<file path="src/rtl/nand_seq_pkg.sv">
`timescale 1ns/1ps
package nand_seq_pkg;

    localparam int ROW_BITS = 20;

    typedef enum logic [2:0] {
        ST_IDLE,
        ST_CMD,
        ST_ADDR,
        ST_TWB,
        ST_POLL,
        ST_DONE
    } seq_state_e;

    localparam logic [7:0] OP_PTR_LO    = 8'h00;
    localparam logic [7:0] OP_PTR_HI    = 8'h01;
    localparam logic [7:0] OP_PTR_SPARE = 8'h50;
    localparam logic [7:0] OP_LOAD      = 8'h80;
    localparam logic [7:0] OP_PROG      = 8'h10;
    localparam logic [7:0] OP_ERASE_A   = 8'h60;
    localparam logic [7:0] OP_ERASE_B   = 8'hD0;
    localparam logic [7:0] OP_STAT      = 8'h70;
    localparam logic [7:0] OP_IDENT     = 8'h90;
    localparam logic [7:0] OP_PARAMS    = 8'hEC;
    localparam logic [7:0] OP_FEAT_RD   = 8'hEE;
    localparam logic [7:0] OP_FEAT_WR   = 8'hEF;

endpackage

</file>
<file path="src/rtl/nand_req_decode.sv">
`timescale 1ns/1ps
module nand_req_decode
    import nand_seq_pkg::*;
#(
    parameter int PAGE_SIZE = 2048,
    parameter int COL_W     = 12
) (
    input  logic [7:0]          opcode,
    input  logic                has_col,
    input  logic [COL_W-1:0]    col,
    input  logic                has_page,
    input  logic [ROW_BITS-1:0] page,
    input  logic                bus16,
    input  logic                row3,
    output logic [1:0][7:0]     cmd_bytes,
    output logic                two_cmd,
    output logic [3:0][7:0]     addr_bytes,
    output logic [2:0]          addr_cnt,
    output logic [1:0]          page_idx
);

    localparam logic [COL_W-1:0] PAGE_LIM = COL_W'(PAGE_SIZE);
    localparam logic [COL_W-1:0] HALF_LIM = COL_W'(256);

    logic [COL_W-1:0] col_eff;
    logic [COL_W-1:0] col_adj;
    logic [COL_W-1:0] col_sh;
    logic             narrow_only;
    logic             unused_col_hi;

    // pointer choice and column rebase for program-load
    always_comb begin
        col_eff      = has_col ? col : '0;
        col_adj      = col_eff;
        two_cmd      = 1'b0;
        cmd_bytes[0] = opcode;
        cmd_bytes[1] = opcode;
        if (opcode == OP_LOAD) begin
            two_cmd = 1'b1;
            if (col_eff >= PAGE_LIM) begin
                cmd_bytes[0] = OP_PTR_SPARE;
                col_adj      = col_eff - PAGE_LIM;
            end else if (col_eff < HALF_LIM) begin
                cmd_bytes[0] = OP_PTR_LO;
            end else begin
                cmd_bytes[0] = OP_PTR_HI;
                col_adj      = col_eff - HALF_LIM;
            end
        end
    end

    always_comb begin
        narrow_only = (opcode == OP_IDENT)   || (opcode == OP_PARAMS) ||
                      (opcode == OP_FEAT_RD) || (opcode == OP_FEAT_WR);
        col_sh      = (bus16 && !narrow_only) ? (col_adj >> 1) : col_adj;
    end

    assign unused_col_hi = ^col_sh[COL_W-1:8];

    // address byte list: column first, then row bytes
    always_comb begin
        addr_bytes = '0;
        addr_cnt   = 3'd0;
        page_idx   = has_col ? 2'd1 : 2'd0;
        if (has_col) begin
            addr_bytes[0] = col_sh[7:0];
            addr_cnt      = 3'd1;
        end
        if (has_page) begin
            addr_bytes[page_idx]              = page[7:0];
            addr_bytes[2'(page_idx + 2'd1)]   = page[15:8];
            addr_cnt                          = addr_cnt + 3'd2;
            if (row3) begin
                addr_bytes[2'(page_idx + 2'd2)] = {4'h0, page[19:16]};
                addr_cnt                        = addr_cnt + 3'd1;
            end
        end
    end

endmodule

</file>
<file path="src/rtl/nand_post_class.sv">
`timescale 1ns/1ps
module nand_post_class
    import nand_seq_pkg::*;
(
    input  logic [7:0] opcode,
    input  logic       has_page,
    output logic       no_wait,
    output logic       bounded
);

    logic is_read;

    always_comb begin
        no_wait = (opcode == OP_PROG)    || (opcode == OP_ERASE_A) ||
                  (opcode == OP_ERASE_B) || (opcode == OP_LOAD)    ||
                  (opcode == OP_STAT);
        is_read = (opcode == OP_PTR_LO)  || (opcode == OP_PTR_HI)  ||
                  (opcode == OP_PTR_SPARE);
        bounded = is_read && has_page;
    end

endmodule

</file>
<file path="src/rtl/nand_cmd_seq.sv">
`timescale 1ns/1ps
module nand_cmd_seq
    import nand_seq_pkg::*;
#(
    parameter int CLK_MHZ     = 50,
    parameter int PAGE_SIZE   = 2048,
    parameter int COL_W       = $clog2(PAGE_SIZE) + 1,
    parameter int WE_LOW_CYC  = 2,
    parameter int WE_HIGH_CYC = 2,
    parameter int TWB_NS      = 100,
    parameter int LIMIT_W     = 16
) (
    input  logic                clk,
    input  logic                rst_n,
    input  logic                req_valid,
    output logic                req_ready,
    input  logic [7:0]          req_opcode,
    input  logic                req_has_col,
    input  logic [COL_W-1:0]    req_col,
    input  logic                req_has_page,
    input  logic [ROW_BITS-1:0] req_page,
    input  logic                cfg_bus16,
    input  logic                cfg_row3,
    input  logic [LIMIT_W-1:0]  cfg_rd_limit,
    input  logic                nand_rb,
    output logic                nand_cle,
    output logic                nand_ale,
    output logic                nand_ce_n,
    output logic                nand_we_n,
    output logic [15:0]         nand_io_out,
    output logic                nand_io_oe,
    output logic                done,
    output logic                timeout
);

    localparam int BYTE_CYC = WE_LOW_CYC + WE_HIGH_CYC;
    localparam int PC_W     = $clog2(BYTE_CYC + 1);
    localparam int TWB_CYC  = (TWB_NS * CLK_MHZ + 999) / 1000;
    localparam int TW_W     = $clog2(TWB_CYC + 1);
    localparam int STEP     = CLK_MHZ;
    localparam int SUB_W    = $clog2(STEP + 1);

    typedef struct packed {
        seq_state_e         st;
        logic [1:0][7:0]    cmd;
        logic               two_cmd;
        logic [3:0][7:0]    adr;
        logic [2:0]         adr_cnt;
        logic [1:0]         pg_idx;
        logic               no_wait;
        logic               bounded;
        logic [LIMIT_W-1:0] lim;
        logic [1:0]         idx;
        logic [PC_W-1:0]    pc;
        logic [TW_W-1:0]    tw;
        logic [SUB_W-1:0]   sub;
        logic [LIMIT_W-1:0] us;
        logic               force_ce;
        logic               tout;
    } seq_t;

    seq_t q, d;

    logic [1:0][7:0] dec_cmd;
    logic            dec_two;
    logic [3:0][7:0] dec_adr;
    logic [2:0]      dec_cnt;
    logic [1:0]      dec_pg;
    logic            cls_no_wait;
    logic            cls_bounded;

    nand_req_decode #(
        .PAGE_SIZE (PAGE_SIZE),
        .COL_W     (COL_W)
    ) u_decode (
        .opcode     (req_opcode),
        .has_col    (req_has_col),
        .col        (req_col),
        .has_page   (req_has_page),
        .page       (req_page),
        .bus16      (cfg_bus16),
        .row3       (cfg_row3),
        .cmd_bytes  (dec_cmd),
        .two_cmd    (dec_two),
        .addr_bytes (dec_adr),
        .addr_cnt   (dec_cnt),
        .page_idx   (dec_pg)
    );

    nand_post_class u_class (
        .opcode   (req_opcode),
        .has_page (req_has_page),
        .no_wait  (cls_no_wait),
        .bounded  (cls_bounded)
    );

    logic       byte_end;
    logic       cmd_last;
    logic       adr_last;
    seq_state_e post_st;

    always_comb begin
        d        = q;
        byte_end = (q.pc == PC_W'(BYTE_CYC - 1));
        cmd_last = (q.idx == {1'b0, q.two_cmd});
        adr_last = ({1'b0, q.idx} == (q.adr_cnt - 3'd1));
        post_st  = q.no_wait ? ST_DONE : ST_TWB;

        unique case (q.st)
            ST_IDLE: begin
                if (req_valid) begin
                    d.st       = ST_CMD;
                    d.cmd      = dec_cmd;
                    d.two_cmd  = dec_two;
                    d.adr      = dec_adr;
                    d.adr_cnt  = dec_cnt;
                    d.pg_idx   = dec_pg;
                    d.no_wait  = cls_no_wait;
                    d.bounded  = cls_bounded;
                    d.lim      = cfg_rd_limit;
                    d.idx      = '0;
                    d.pc       = '0;
                    d.force_ce = 1'b0;
                    d.tout     = 1'b0;
                end
            end
            ST_CMD: begin
                d.pc = byte_end ? '0 : q.pc + PC_W'(1);
                if (byte_end) begin
                    if (!cmd_last) begin
                        d.idx = q.idx + 2'd1;
                    end else begin
                        d.idx = '0;
                        d.tw  = '0;
                        d.st  = (q.adr_cnt != 3'd0) ? ST_ADDR : post_st;
                    end
                end
            end
            ST_ADDR: begin
                d.pc = byte_end ? '0 : q.pc + PC_W'(1);
                if (byte_end) begin
                    if (q.bounded && (q.idx == q.pg_idx)) begin
                        d.force_ce = 1'b1;
                    end
                    if (!adr_last) begin
                        d.idx = q.idx + 2'd1;
                    end else begin
                        d.idx = '0;
                        d.tw  = '0;
                        d.st  = post_st;
                    end
                end
            end
            ST_TWB: begin
                if (q.tw == TW_W'(TWB_CYC - 1)) begin
                    d.st  = ST_POLL;
                    d.sub = '0;
                    d.us  = '0;
                end else begin
                    d.tw = q.tw + TW_W'(1);
                end
            end
            ST_POLL: begin
                if (nand_rb) begin
                    d.st       = ST_DONE;
                    d.force_ce = 1'b0;
                end else if (q.bounded && (q.us == q.lim)) begin
                    d.st       = ST_DONE;
                    d.tout     = 1'b1;
                    d.force_ce = 1'b0;
                end else if (q.sub == SUB_W'(STEP - 1)) begin
                    d.sub = '0;
                    d.us  = q.us + LIMIT_W'(1);
                end else begin
                    d.sub = q.sub + SUB_W'(1);
                end
            end
            ST_DONE: begin
                d.st = ST_IDLE;
            end
            default: begin
                d.st = ST_IDLE;
            end
        endcase
    end

    always_ff @(posedge clk) begin
        if (!rst_n) begin
            q <= '0;
        end else begin
            q <= d;
        end
    end

    logic       in_byte;
    logic       in_wait;
    logic [7:0] cur_byte;

    always_comb begin
        in_byte     = (q.st == ST_CMD) || (q.st == ST_ADDR);
        in_wait     = (q.st == ST_TWB) || (q.st == ST_POLL);
        cur_byte    = (q.st == ST_CMD) ? q.cmd[q.idx[0]] : q.adr[q.idx];
        req_ready   = (q.st == ST_IDLE);
        nand_cle    = (q.st == ST_CMD);
        nand_ale    = (q.st == ST_ADDR);
        nand_we_n   = !(in_byte && (q.pc < PC_W'(WE_LOW_CYC)));
        nand_ce_n   = !(in_byte || (in_wait && q.force_ce));
        nand_io_oe  = in_byte;
        nand_io_out = in_byte ? {8'h00, cur_byte} : 16'h0000;
        done        = (q.st == ST_DONE);
        timeout     = q.tout;
    end

endmodule

</file>
<file path="config.mk">
export PLATFORM = sky130hd
export DESIGN_NAME = nand_cmd_seq
export DESIGN_NICKNAME = d
export VERILOG_FILES = /design/src/rtl/nand_seq_pkg.sv /design/src/rtl/nand_req_decode.sv /design/src/rtl/nand_post_class.sv /design/src/rtl/nand_cmd_seq.sv
export SDC_FILE = /design/constraint.sdc
export NUM_CORES = 1
export LEC_CHECK = 0
export BUFFER_PORTS_ARGS = -buffer_cell sky130_fd_sc_hd__clkbuf_2
export CAP_MARGIN = 15
export CORE_MARGIN = 2
export CORE_UTILIZATION = 40
export DETAILED_ROUTE_END_ITERATION = 12
export HOLD_SLACK_MARGIN = 0.1
export PLACE_DENSITY_LB_ADDON = 0.08
export SKIP_LAST_GASP = 1
export SYNTH_ARGS = -nofsm -noshare
export SYNTH_HDL_FRONTEND = slang
export SYNTH_SLANG_ARGS = --single-unit
</file>
<file path="constraint.sdc">
create_clock -name clk -period 4 [get_ports clk]
set_input_delay 0.2 -clock clk [delete_from_list [all_inputs] [get_ports clk]]
set_output_delay 0.2 -clock clk [all_outputs]
set_load 0.01 [all_outputs]
</file>
Word level (Yosys, flattened, before mapping)
Cells that the tools add are included. Widths: inputs -> output; s select.

Flip-flop bits (word level): 107. Bits in latches: 0. RAM bits: 0. ROM bits: 0. Output and inout port bits: 24. Word-level logic and storage cells: 188. Memories: 0.

Add/subtract/negate cells: 12. Multiply operators: 0. Div/mod/pow operators: 0. Order comparisons: 11. Eq/ne operators: 36. Shifts and indexed selects: 0. Mux-type cells: 68. Bitwise gates (word level): 0. Reduce and logical (&&, ||, !) cells: 41.

Operators with widths (count): $bwmux 32 (3); $mux 8 (12); $mux 80 (1); $mux 22 (3); $mux 32 (2); $mux 3 (17); $demux 8 s2 (3); $eq 8x8->1 const B (6); $pmux 22 s2 (1); $mux 9 (3); $eq 8x7->1 const B (3); $add 16x1->16 const B (1); $bmux 8 s2 (1); $eq 16x16->1 (1); $mux 16 (1); $pmux 3 s5 (1); $pmux 5 s3 (1); $ne 2x2->1 const B (7); $ge 12x12->1 const B (1); $logic_or 1x1->1 (12); $lt 12x9->1 const B (1); $lt 2x3->1 const B (4); $mux 12 (1); $mux 2 (6); other kinds (38) (76).

Longest topological paths before layout
Gate-level depths: netlist of the first run.

Depth after elaboration: 15. Gate-level depth with buffers: 9. Gate-level depth less buffers: 8.

Modules after synthesis
A second synthesis of the first run with hierarchy kept.

Cell total of the unflattened synthesis: 809. Area total of the unflattened synthesis: 6302.3 um^2.

Modules (own cells, without submodules): nand_cmd_seq (times used 1, cells an instance 670, area each 5356.4 um^2, seq. area each 2142.1 um^2); nand_req_decode (times used 1, cells an instance 128, area each 872.1 um^2, seq. area each 0.0 um^2); nand_post_class (times used 1, cells an instance 11, area each 73.8 um^2, seq. area each 0.0 um^2).

Worst setup path before layout of the first run
No wires, ideal clock.

Path type: flip-flop to flip-flop. Start: reg q[52] (netlist bit). End: reg q[104] (netlist bit). Setup time: 0.116 ns. Data arrival time: 2.039 ns. Setup slack: 1.846 ns. Cell stages (with the launch flop): 9. Buffers on the path: 0. Clock period less this slack: 2.154 ns. Cells stage by stage: dfxtp_1 > inv_1 > ha_1 > xor2_1 > nand3_1 > a21oi_2 > or4b_4 > mux2_1 > and3_1.

Longest elaborated chain between the ends: 5. Elaborated cells between the ends (all ways): 9. Classes of those cells: 1 x add/sub; 2 x eq/ne; 4 x mux; 2 x reduce/logical.

Ends and longest elaborated chain: from (decl) (line nand_cmd_seq.sv:62) `seq_t q, d;`; from (signal assigned) (line nand_cmd_seq.sv:189) `q <= '0;`; from (signal assigned) (line nand_cmd_seq.sv:191) `q <= d;`; parallel branches: the longest is 5 deep, another holds $sub 3x1->3.

Several ways; the timed one is not identified. The select of a mux whose other input is x is not followed. A chain may end at the register's enable or synchronous reset.

Worst setup path in the final report of the first run
Start: reg q[104] (netlist bit). End: out nand_io_out[5].

Longest elaborated chain between the ends: 3. Elaborated cells between the ends (all ways): 5. Classes of those cells: 2 x eq/ne; 2 x mux; 1 x reduce/logical.

Ends and longest elaborated chain: $eq 3x1->1 or $eq 3x2->1 (tied branches) (line nand_cmd_seq.sv:200, nand_cmd_seq.sv:202); $mux 8 or $logic_or 1x1->1 (tied branches) (line nand_cmd_seq.sv:202, nand_cmd_seq.sv:200); $mux 8 * (line nand_cmd_seq.sv:209) `nand_io_out = in_byte ? {8'h00, cur_byte} : 16'h0000;`; to (decl) (line nand_cmd_seq.sv:30) `output logic [15:0] nand_io_out,`.

Every way passes the cells marked *; elsewhere a longest branch is shown, timed or not.

==> flow_summary.toml, run 1 <==
[global_routing]
grtUsageMet1_pct = 27.0
grt_pass1_wl_mm = 23.6
met3_usage_pct = 4.52
grt_pass1_vias = 4623
grtUsageMet2_pct = 34.8
grt_use_total_pct = 20.6
grt-ovfl-total = 0
grt_max_degree = 32
antenna_found_initial = 0
grt_busiest_layer = "met2"

[yosys]
ys_async_sr_fraction_pct = 0
ys_seq_area_share_pct = 37.9
syn_area_per_cell_sq_um = 8.19
ys_types = 68
synth_area_sq_um = 5390
synthSimpleGateAreaFrac_pct = 22.5
synth-main-ff-cell = "dfxtp_1"
synthMuxAreaShare_pct = 8.01
ys_warn_count = 0
ys_seq_elements = 102
synth_compound_area_share_pct = 19.4
synth_top_family_by_area = "simple AND/OR/NAND/NOR gates"
synthXorXnorAreaFrac_pct = 4.06
syn_inst = 658
synthAdderAreaFrac_pct = 2.32
synth-edff-count = 0

[status]
status = "finished clean"

[power_and_ir_drop]
power_density_nw_per_um2 = 451
p_leak_nw = 2.53
irDropWorstVdd_uv = 261

[timing]
drv_slew = 0
max_clock_freq_ghz = 0.366
rsz0062_at_grt = "false"
clock-skew-final_ns = 0.00916
period_share_pct = 68.3
slew_headroom_pct = 27.9
period_needed_ns = 2.73
hold_viol = 0
setup_violations = 0
tns_ns = 0
setup_ws_ns = 1.27
tightest_slew_ns = 1.08

[floorplanning]
core_sq_um = 13200
dieArea_sq_um = 14400
dieHeight_um = 120
core.rowCount = 42
die_width_um = 120
start_util_pct = 40.9
top_level_ports = 88

[cells_and_area]
regArea_sq_um = 2040
drive_gt1_share_pct = 17.2
fill_cells = 1342
multiInputGateArea_sq_um = 3060
syn_to_final_growth_pct = 17.0
final_core_util_pct = 47.8
antenna_cells = 0
nets = 805
layout_common_cells = "nand2_1 (102), dfxtp_1 (102), clkbuf_2 (79)"

[detailed_routing]
post_drt_via_cell_ratio = 5.39
final_antenna_net_count = 0
drt-total-wl_mm = 14.4
num_vias = 4909
wl_per_cell_um = 15.9
drc = 0
dr.pass1.iters = 4
drtIter0Drc = 208

[min_path]
hp-start = "req_page[16]"
worstHoldPathType = "primary input to flop"

[critical_path]
crit_fanout = 19
cp-start-kind = "flop"
r2r_start = "q[106]"
reg2reg_setup_slack_ns = 1.33
cp-startpoint = "q[104]"
cp.arrival_ns = 2.53
required_ns = 3.80
critPathCaptureType = "output port"
criticalPathCategory = "flop to output port"

[flow_run]
max_cap_viol_count = 0

[clock_network]
cts_htree_levels = 3
clock-sinks = 102
clockBufferDepth = 2
clock_latency_ns = 0.35
cts_tree = "built"
root_buffer = "clkbuf_16"
cts_resized = 0
numCtsBuffers = 9
cts.reportedPaths.clkPinSlew_ns = 0.07
cts_setup_buffers = 0
ctsHoldBuffers = 20

[placed_design]
gp_congestion = 0.800
post-dp-hpwl_mm = 10.2
portBuffers = 79
dpl_worst_slack_ns = 1.37
==> state kept, by name, indices dropped and copies added, names as in the netlist <==
register  cells
q           101
timeout       1
==> final cells by class <==
cell class	instances	area share, %
flip-flops and latches	102	32.4
repair buffers	107	10.4
well taps	176	3.49
inverters	14	0.833
clock inverters	1	0.0794
clock buffers	13	4.29
multi-input cells	497	48.5
==> power by group <==
part | internal (W) | total [W] | leakage (nW) | switching, W
clock network | 0.000466 | 0.000836 | 0.138 | 0.000370
logic | 0.000313 | 0.000761 | 1.56 | 0.000448
registers | 0.00114 | 0.00125 | 0.831 | 0.000105
total | 0.00192 | 0.00285 | 2.53 | 0.000923
==> final timing paths <==
path,endpoint,cells past startpoint
setup / recovery,nand_io_out[5],4
hold / removal,q[79],2
setup reg to reg,q[78],6
hold reg to reg,q[65],2
==> synthesized netlist by cell type, types with 10 or more instances <==
| library cell | n | share of area, % |
|---|---|---|
| a211oi_1 | 13 | 1.8 |
| a21oi_1 | 64 | 5.9 |
| buf_4 | 11 | 1.5 |
| clkbuf_1 | 31 | 2.2 |
| dfxtp_1 | 102 | 38 |
| ha_1 | 10 | 2.3 |
| inv_1 | 12 | 0.84 |
| mux2i_1 | 24 | 4.5 |
| nand2_1 | 102 | 7.1 |
| nand3_1 | 19 | 1.8 |
| nor2_1 | 46 | 3.2 |
| nor3_1 | 10 | 0.93 |
| o21ai_0 | 41 | 3.8 |
| or3_1 | 17 | 2.0 |
| xor2_1 | 21 | 3.4 |
==> through the flow <==
stage / std cells / area, sq um / total power, W / hold WS (ns)
floorplan: 665 / 5420 / 0.00179 / 0.311
global placement: 876 / 5830 / 0.00200 / 0.427
detailed placement: 876 / 5830 / 0.00202 / 0.431
CTS: 910 / 6310 / 0.00287 / 0.106
global route: 910 / 6310 / 0.00303 / 0.103
finish: 910 / 6310 / 0.00285 / 0.116
==> logic make-up (layout without fill, tap and decap cells) <==
group,count (synthesis),in the layout
xor gates and xnor gates,25,25
DFF,102,102
adders and majority gates,10,10
other,1,8
muxes,37,37
buffers and inverters,66,135
AOI/OAI and AO/OA,169,169
and+or+nand+nor,248,248
==> per-layer routing <==
metal	vias to the layer above	wire length, um
met3	8	516
met1	2325	6780
met5	-	0
met4	0	80
li1	2472	-
met2	104	7080
==> critical path, stage by stage, from the launching register on <==
cell and delay, ns:
dfxtp_1 0.70, nor3b_4 0.77, a211oi_1 0.10, a211oi_1 0.39
clkbuf_2 0.20
Note: power is estimated with default switching activity, not from simulation.
==> run 2: changes to the inputs <==
==> constraint.sdc (replaced) <==
create_clock -name clk -period 2.6 [get_ports clk]
set_input_delay 0.13 -clock clk [delete_from_list [all_inputs] [get_ports clk]]
set_output_delay 0.13 -clock clk [all_outputs]
set_load 0.01 [all_outputs]
==> flow_summary.toml, run 2 (same netlist as run 1, synthesis figures left out) <==
[detailed_routing]
drt-met1-wl_mm = 6.71
final_antenna_net_count = 0
wl_per_cell_um = 15.6
dr.pass1.iters = 5
post_drt_via_cell_ratio = 5.30
route.met2.wl_mm = 7.40
top_layer = "met4"
drtIter0Drc = 217
drt-total-wl_mm = 14.9
routed-wl-met3_um = 609
num_vias = 5044
drc = 0

[clock_network]
cts_tree = "built"
root_buffer = "clkbuf_16"
cts.reportedPaths.clkPinSlew_ns = 0.07
clock_latency_ns = 0.35
numCtsBuffers = 9
cts_resized = 0
cts_setup_buffers = 0
ctsHoldBuffers = 42
clockBufferDepth = 2
cts_htree_levels = 3
clock-sinks = 102

[timing]
clock-skew-final_ns = 0.00922
period_share_pct = 88.3
rsz0062_at_grt = "false"
slew_headroom_pct = 47.6
drv_slew = 0
hold_viol = 0
tightest_slew_ns = 0.780
max_clock_freq_ghz = 0.436
period_needed_ns = 2.30
setup_violations = 0
tns_ns = 0

[global_routing]
grt_use_total_pct = 21.1
antenna_found_initial = 0
grt_pass1_wl_mm = 24.0
grt-ovfl-total = 0
grt_pass1_vias = 4875
grt_max_degree = 44

[power_and_ir_drop]
irDropWorstVdd_uv = 369
power_density_nw_per_um2 = 692
p_leak_nw = 2.74

[floorplanning]
die_width_um = 120
core_sq_um = 13200
dieArea_sq_um = 14400
start_util_pct = 40.9
core.rowCount = 42
dieHeight_um = 120
top_level_ports = 88

[status]
status = "finished clean"

[critical_path]
path_cells = "dlygate4sd3_1 > clkbuf_2 > or4_4 > nor2_4 > a31oi_4 > mux2_2 > a221oi_1 > nor2_1"
crit_slowest_cell = "or4_4"
crit_cells = 8
slowest_delay_ns = 0.58
path_buf_inv = 2
crit_fanout = 9
cp_top_family = "simple AND/OR/NAND/NOR gates"
criticalPathCategory = "primary input to flop"
critPathCaptureType = "flop"
cp-start-kind = "primary input"
reg2regPathDepth = 8
required_ns = 2.83
cp.arrival_ns = 2.53

[placed_design]
portBuffers = 79
dp_cells = 894
post-dp-hpwl_mm = 10.4
gp_congestion = 0.790

[cells_and_area]
largest_reg_flops = 101
drive_gt1_share_pct = 18.9
nets = 845
largest_register = "q"
antenna_cells = 0
syn_to_final_growth_pct = 24.5
fin_cells = 952
layout_common_cells = "nand2_1 (102), dfxtp_1 (102), clkbuf_2 (79)"

[min_path]
hold_depth = 3
worstHoldPathType = "primary input to flop"

[flow_run]
max_cap_viol_count = 0
[run 2: metrics by stage]
stage | cell area, sq um | hold WS [ns] | total power, W | utilization (%) | setup slack (ns)
after global placement | 5970 | 0.356 | 0.00313 | 45.2 | 0.368
after detailed placement | 5970 | 0.359 | 0.00316 | 45.2 | 0.299
after floorplan | 5420 | 0.241 | 0.00276 | - | 0.446
after global routing | 6710 | 0.138 | 0.00491 | 50.9 | 0.128
after CTS | 6710 | 0.113 | 0.00469 | 50.9 | 0.288
final | 6710 | 0.126 | 0.00464 | 50.9 | 0.304
[run 2: worst paths after layout]
kind	slack, ns	endpoint	startpoint
setup / recovery	0.30	q[59]	req_opcode[0]
hold / removal	0.13	q[102]	req_opcode[6]
setup reg to reg	0.31	q[104]	q[52]
hold reg to reg	0.45	q[98]	q[98]
[run 2: worst reg2reg max path, stage by stage, from the launching register on]
cell,delay (ns)
dfxtp_1,0.36
inv_1,0.07
ha_1,0.30
xor2_1,0.14
nand3_1,0.11
a21oi_2,0.21
or4b_4,0.51
mux2_1,0.32
and3_1,0.18
[run 2: routing by layer]
layer  global-route usage [%]  up-vias
li1                         -     2561
met1                     25.7     2364
met2                     37.4      107
met3                     4.85       12
met4                     5.37        0
met5                        0        -
[run 2: layout make-up]
cell class              instances  area, sq um
flip-flops and latches        102         2040
clock buffers                  10          239
multi-input cells             497         3060
inverters                      14         52.6
fillers                      1274         6480
clock inverters                 6         83.8
repair buffers                147         1010
well taps                     176          220
[run 2: where the power goes]
group	switching (W)	internal (W)
registers	0.000126	0.00176
clock network	0.000607	0.000869
logic	0.000736	0.000541
total	0.00147	0.00317
==> run 3: changes to the inputs <==
--- a/config.mk
+++ b/config.mk
@@ -7,6 +7,8 @@
 export LEC_CHECK = 0
 export BUFFER_PORTS_ARGS = -buffer_cell sky130_fd_sc_hd__clkbuf_2
 export CAP_MARGIN = 15
+export CELL_PAD_IN_SITES_DETAIL_PLACEMENT = 0
+export CELL_PAD_IN_SITES_GLOBAL_PLACEMENT = 1
 export CORE_MARGIN = 2
 export CORE_UTILIZATION = 40
 export DETAILED_ROUTE_END_ITERATION = 12
==> flow_summary.toml, run 3 (same netlist as run 1, synthesis figures left out) <==
[timing]
drv_slew = 0
period_share_pct = 88.2
tightest_slew_ns = 0.752
hold-worst-slack_ns = 0.124
setup_ws_ns = 0.307
rsz0062_at_grt = "false"
clock-skew-final_ns = 0.00620
setup_violations = 0
period_needed_ns = 2.29
hold_viol = 0
tns_ns = 0
max_clock_freq_ghz = 0.436
slew_headroom_pct = 49.5

[clock_network]
clock-sinks = 102
cts_htree_levels = 3
cts_resized = 0
clock_latency_ns = 0.36
root_buffer = "clkbuf_16"
cts_tree = "built"
cts_setup_buffers = 0
ctsHoldBuffers = 43
numCtsBuffers = 9
cts.reportedPaths.clkPinSlew_ns = 0.07
clockBufferDepth = 2

[critical_path]
path_buf_inv = 1
crit_slowest_cell = "or4b_4"
cp-start-kind = "flop"
slowest_delay_ns = 0.51
path_cells = "inv_1 > ha_1 > xor2_1 > nand3_1 > a21oi_2 > or4b_4 > mux2_1 > and3_1"
cp.arrival_ns = 2.55
required_ns = 2.86
critPathCaptureType = "flop"
criticalPathCategory = "flop to flop"
cp_top_family = "simple AND/OR/NAND/NOR gates"
crit_fanout = 4

[cells_and_area]
regArea_sq_um = 2040
antenna_cells = 0
largest_register = "q"
syn_to_final_growth_pct = 24.6
layout_common_cells = "nand2_1 (102), dfxtp_1 (102), clkbuf_2 (79)"
largest_reg_flops = 101
fill_cells = 1272
final_cell_area_sq_um = 6720
multiInputGateArea_sq_um = 3060
nets = 846
drive_gt1_share_pct = 18.9

[floorplanning]
core.rowCount = 42
start_util_pct = 40.9
core_sq_um = 13200
dieArea_sq_um = 14400
die_width_um = 120
top_level_ports = 88
dieHeight_um = 120

[detailed_routing]
final_antenna_net_count = 0
wl_per_cell_um = 15.4
drtIter0Drc = 220
num_vias = 5053
post_drt_via_cell_ratio = 5.30
dr.pass1.iters = 4
drt-total-wl_mm = 14.7
drc = 0

[global_routing]
grt_pass1_vias = 4860
grt_use_total_pct = 21.1
grt_pass1_wl_mm = 23.9
antenna_found_initial = 0
grt-ovfl-total = 0
grt_max_degree = 44

[placed_design]
dpl_worst_slack_ns = 0.298
gp_congestion = 0.799
portBuffers = 79
post-dp-hpwl_mm = 10.5
place_area_sq_um = 5980

[flow_run]
max_cap_viol_count = 0

[power_and_ir_drop]
power_density_nw_per_um2 = 681
p_leak_nw = 2.74
irDropWorstVdd_uv = 396

[min_path]
worstHoldPathType = "primary input to flop"

[status]
status = "finished clean"
==> run 3: worst register-to-register path: cells and delay by family (launching register included) <==
kind / cells / cell delay (ns)
AND/OR/NAND/NOR: 3 / 0.79
flip-flops: 1 / 0.37
multiplexers: 1 / 0.32
adder cells (fa/ha/maj): 1 / 0.30
AO/OA/AOI/OAI: 1 / 0.21
XOR/XNOR: 1 / 0.14
buffers and inverters: 1 / 0.07
==> run 3: routing by layer <==
metal	up-vias	global-route usage, %	share of wire (%)
met3	20	4.18	3.4
li1	2549	-	-
met1	2382	26.0	46
met5	-	0	0
met2	102	36.4	49
met4	0	7.43	1.9
==> run 3: through the flow <==
stage	instances	utilization (%)	power [W]
finish	953	50.9	0.00457
global route	953	50.9	0.00484
CTS	953	50.9	0.00462
detailed placement	894	45.3	0.00316
global placement	894	45.3	0.00314
floorplan	665	-	0.00276
==> run 3: where the power goes <==
group / switching [W] / total [W] / internal [W]
clock network: 0.000630 / 0.00141 / 0.000778
registers: 0.000131 / 0.00189 / 0.00176
logic: 0.000724 / 0.00127 / 0.000549
==> run 3: final cells by class <==
type / count / share of cell area [%]
Sequential cell: 102 / 30.4
Timing Repair Buffer: 148 / 15.4
Multi-Input combinational cell: 497 / 45.6
Tap cell: 176 / 3.28
Inverter: 14 / 0.782
Clock buffer: 10 / 3.56
Clock inverter: 6 / 1.02
==> run 3: worst paths after layout <==
check,cells after the start,slack (ns),to,from
min reg2reg,2,0.45,q[97],q[97]
max reg2reg,8,0.31,q[104],q[52]
min,3,0.12,q[102],req_opcode[6]
max,8,0.31,q[104],q[52]
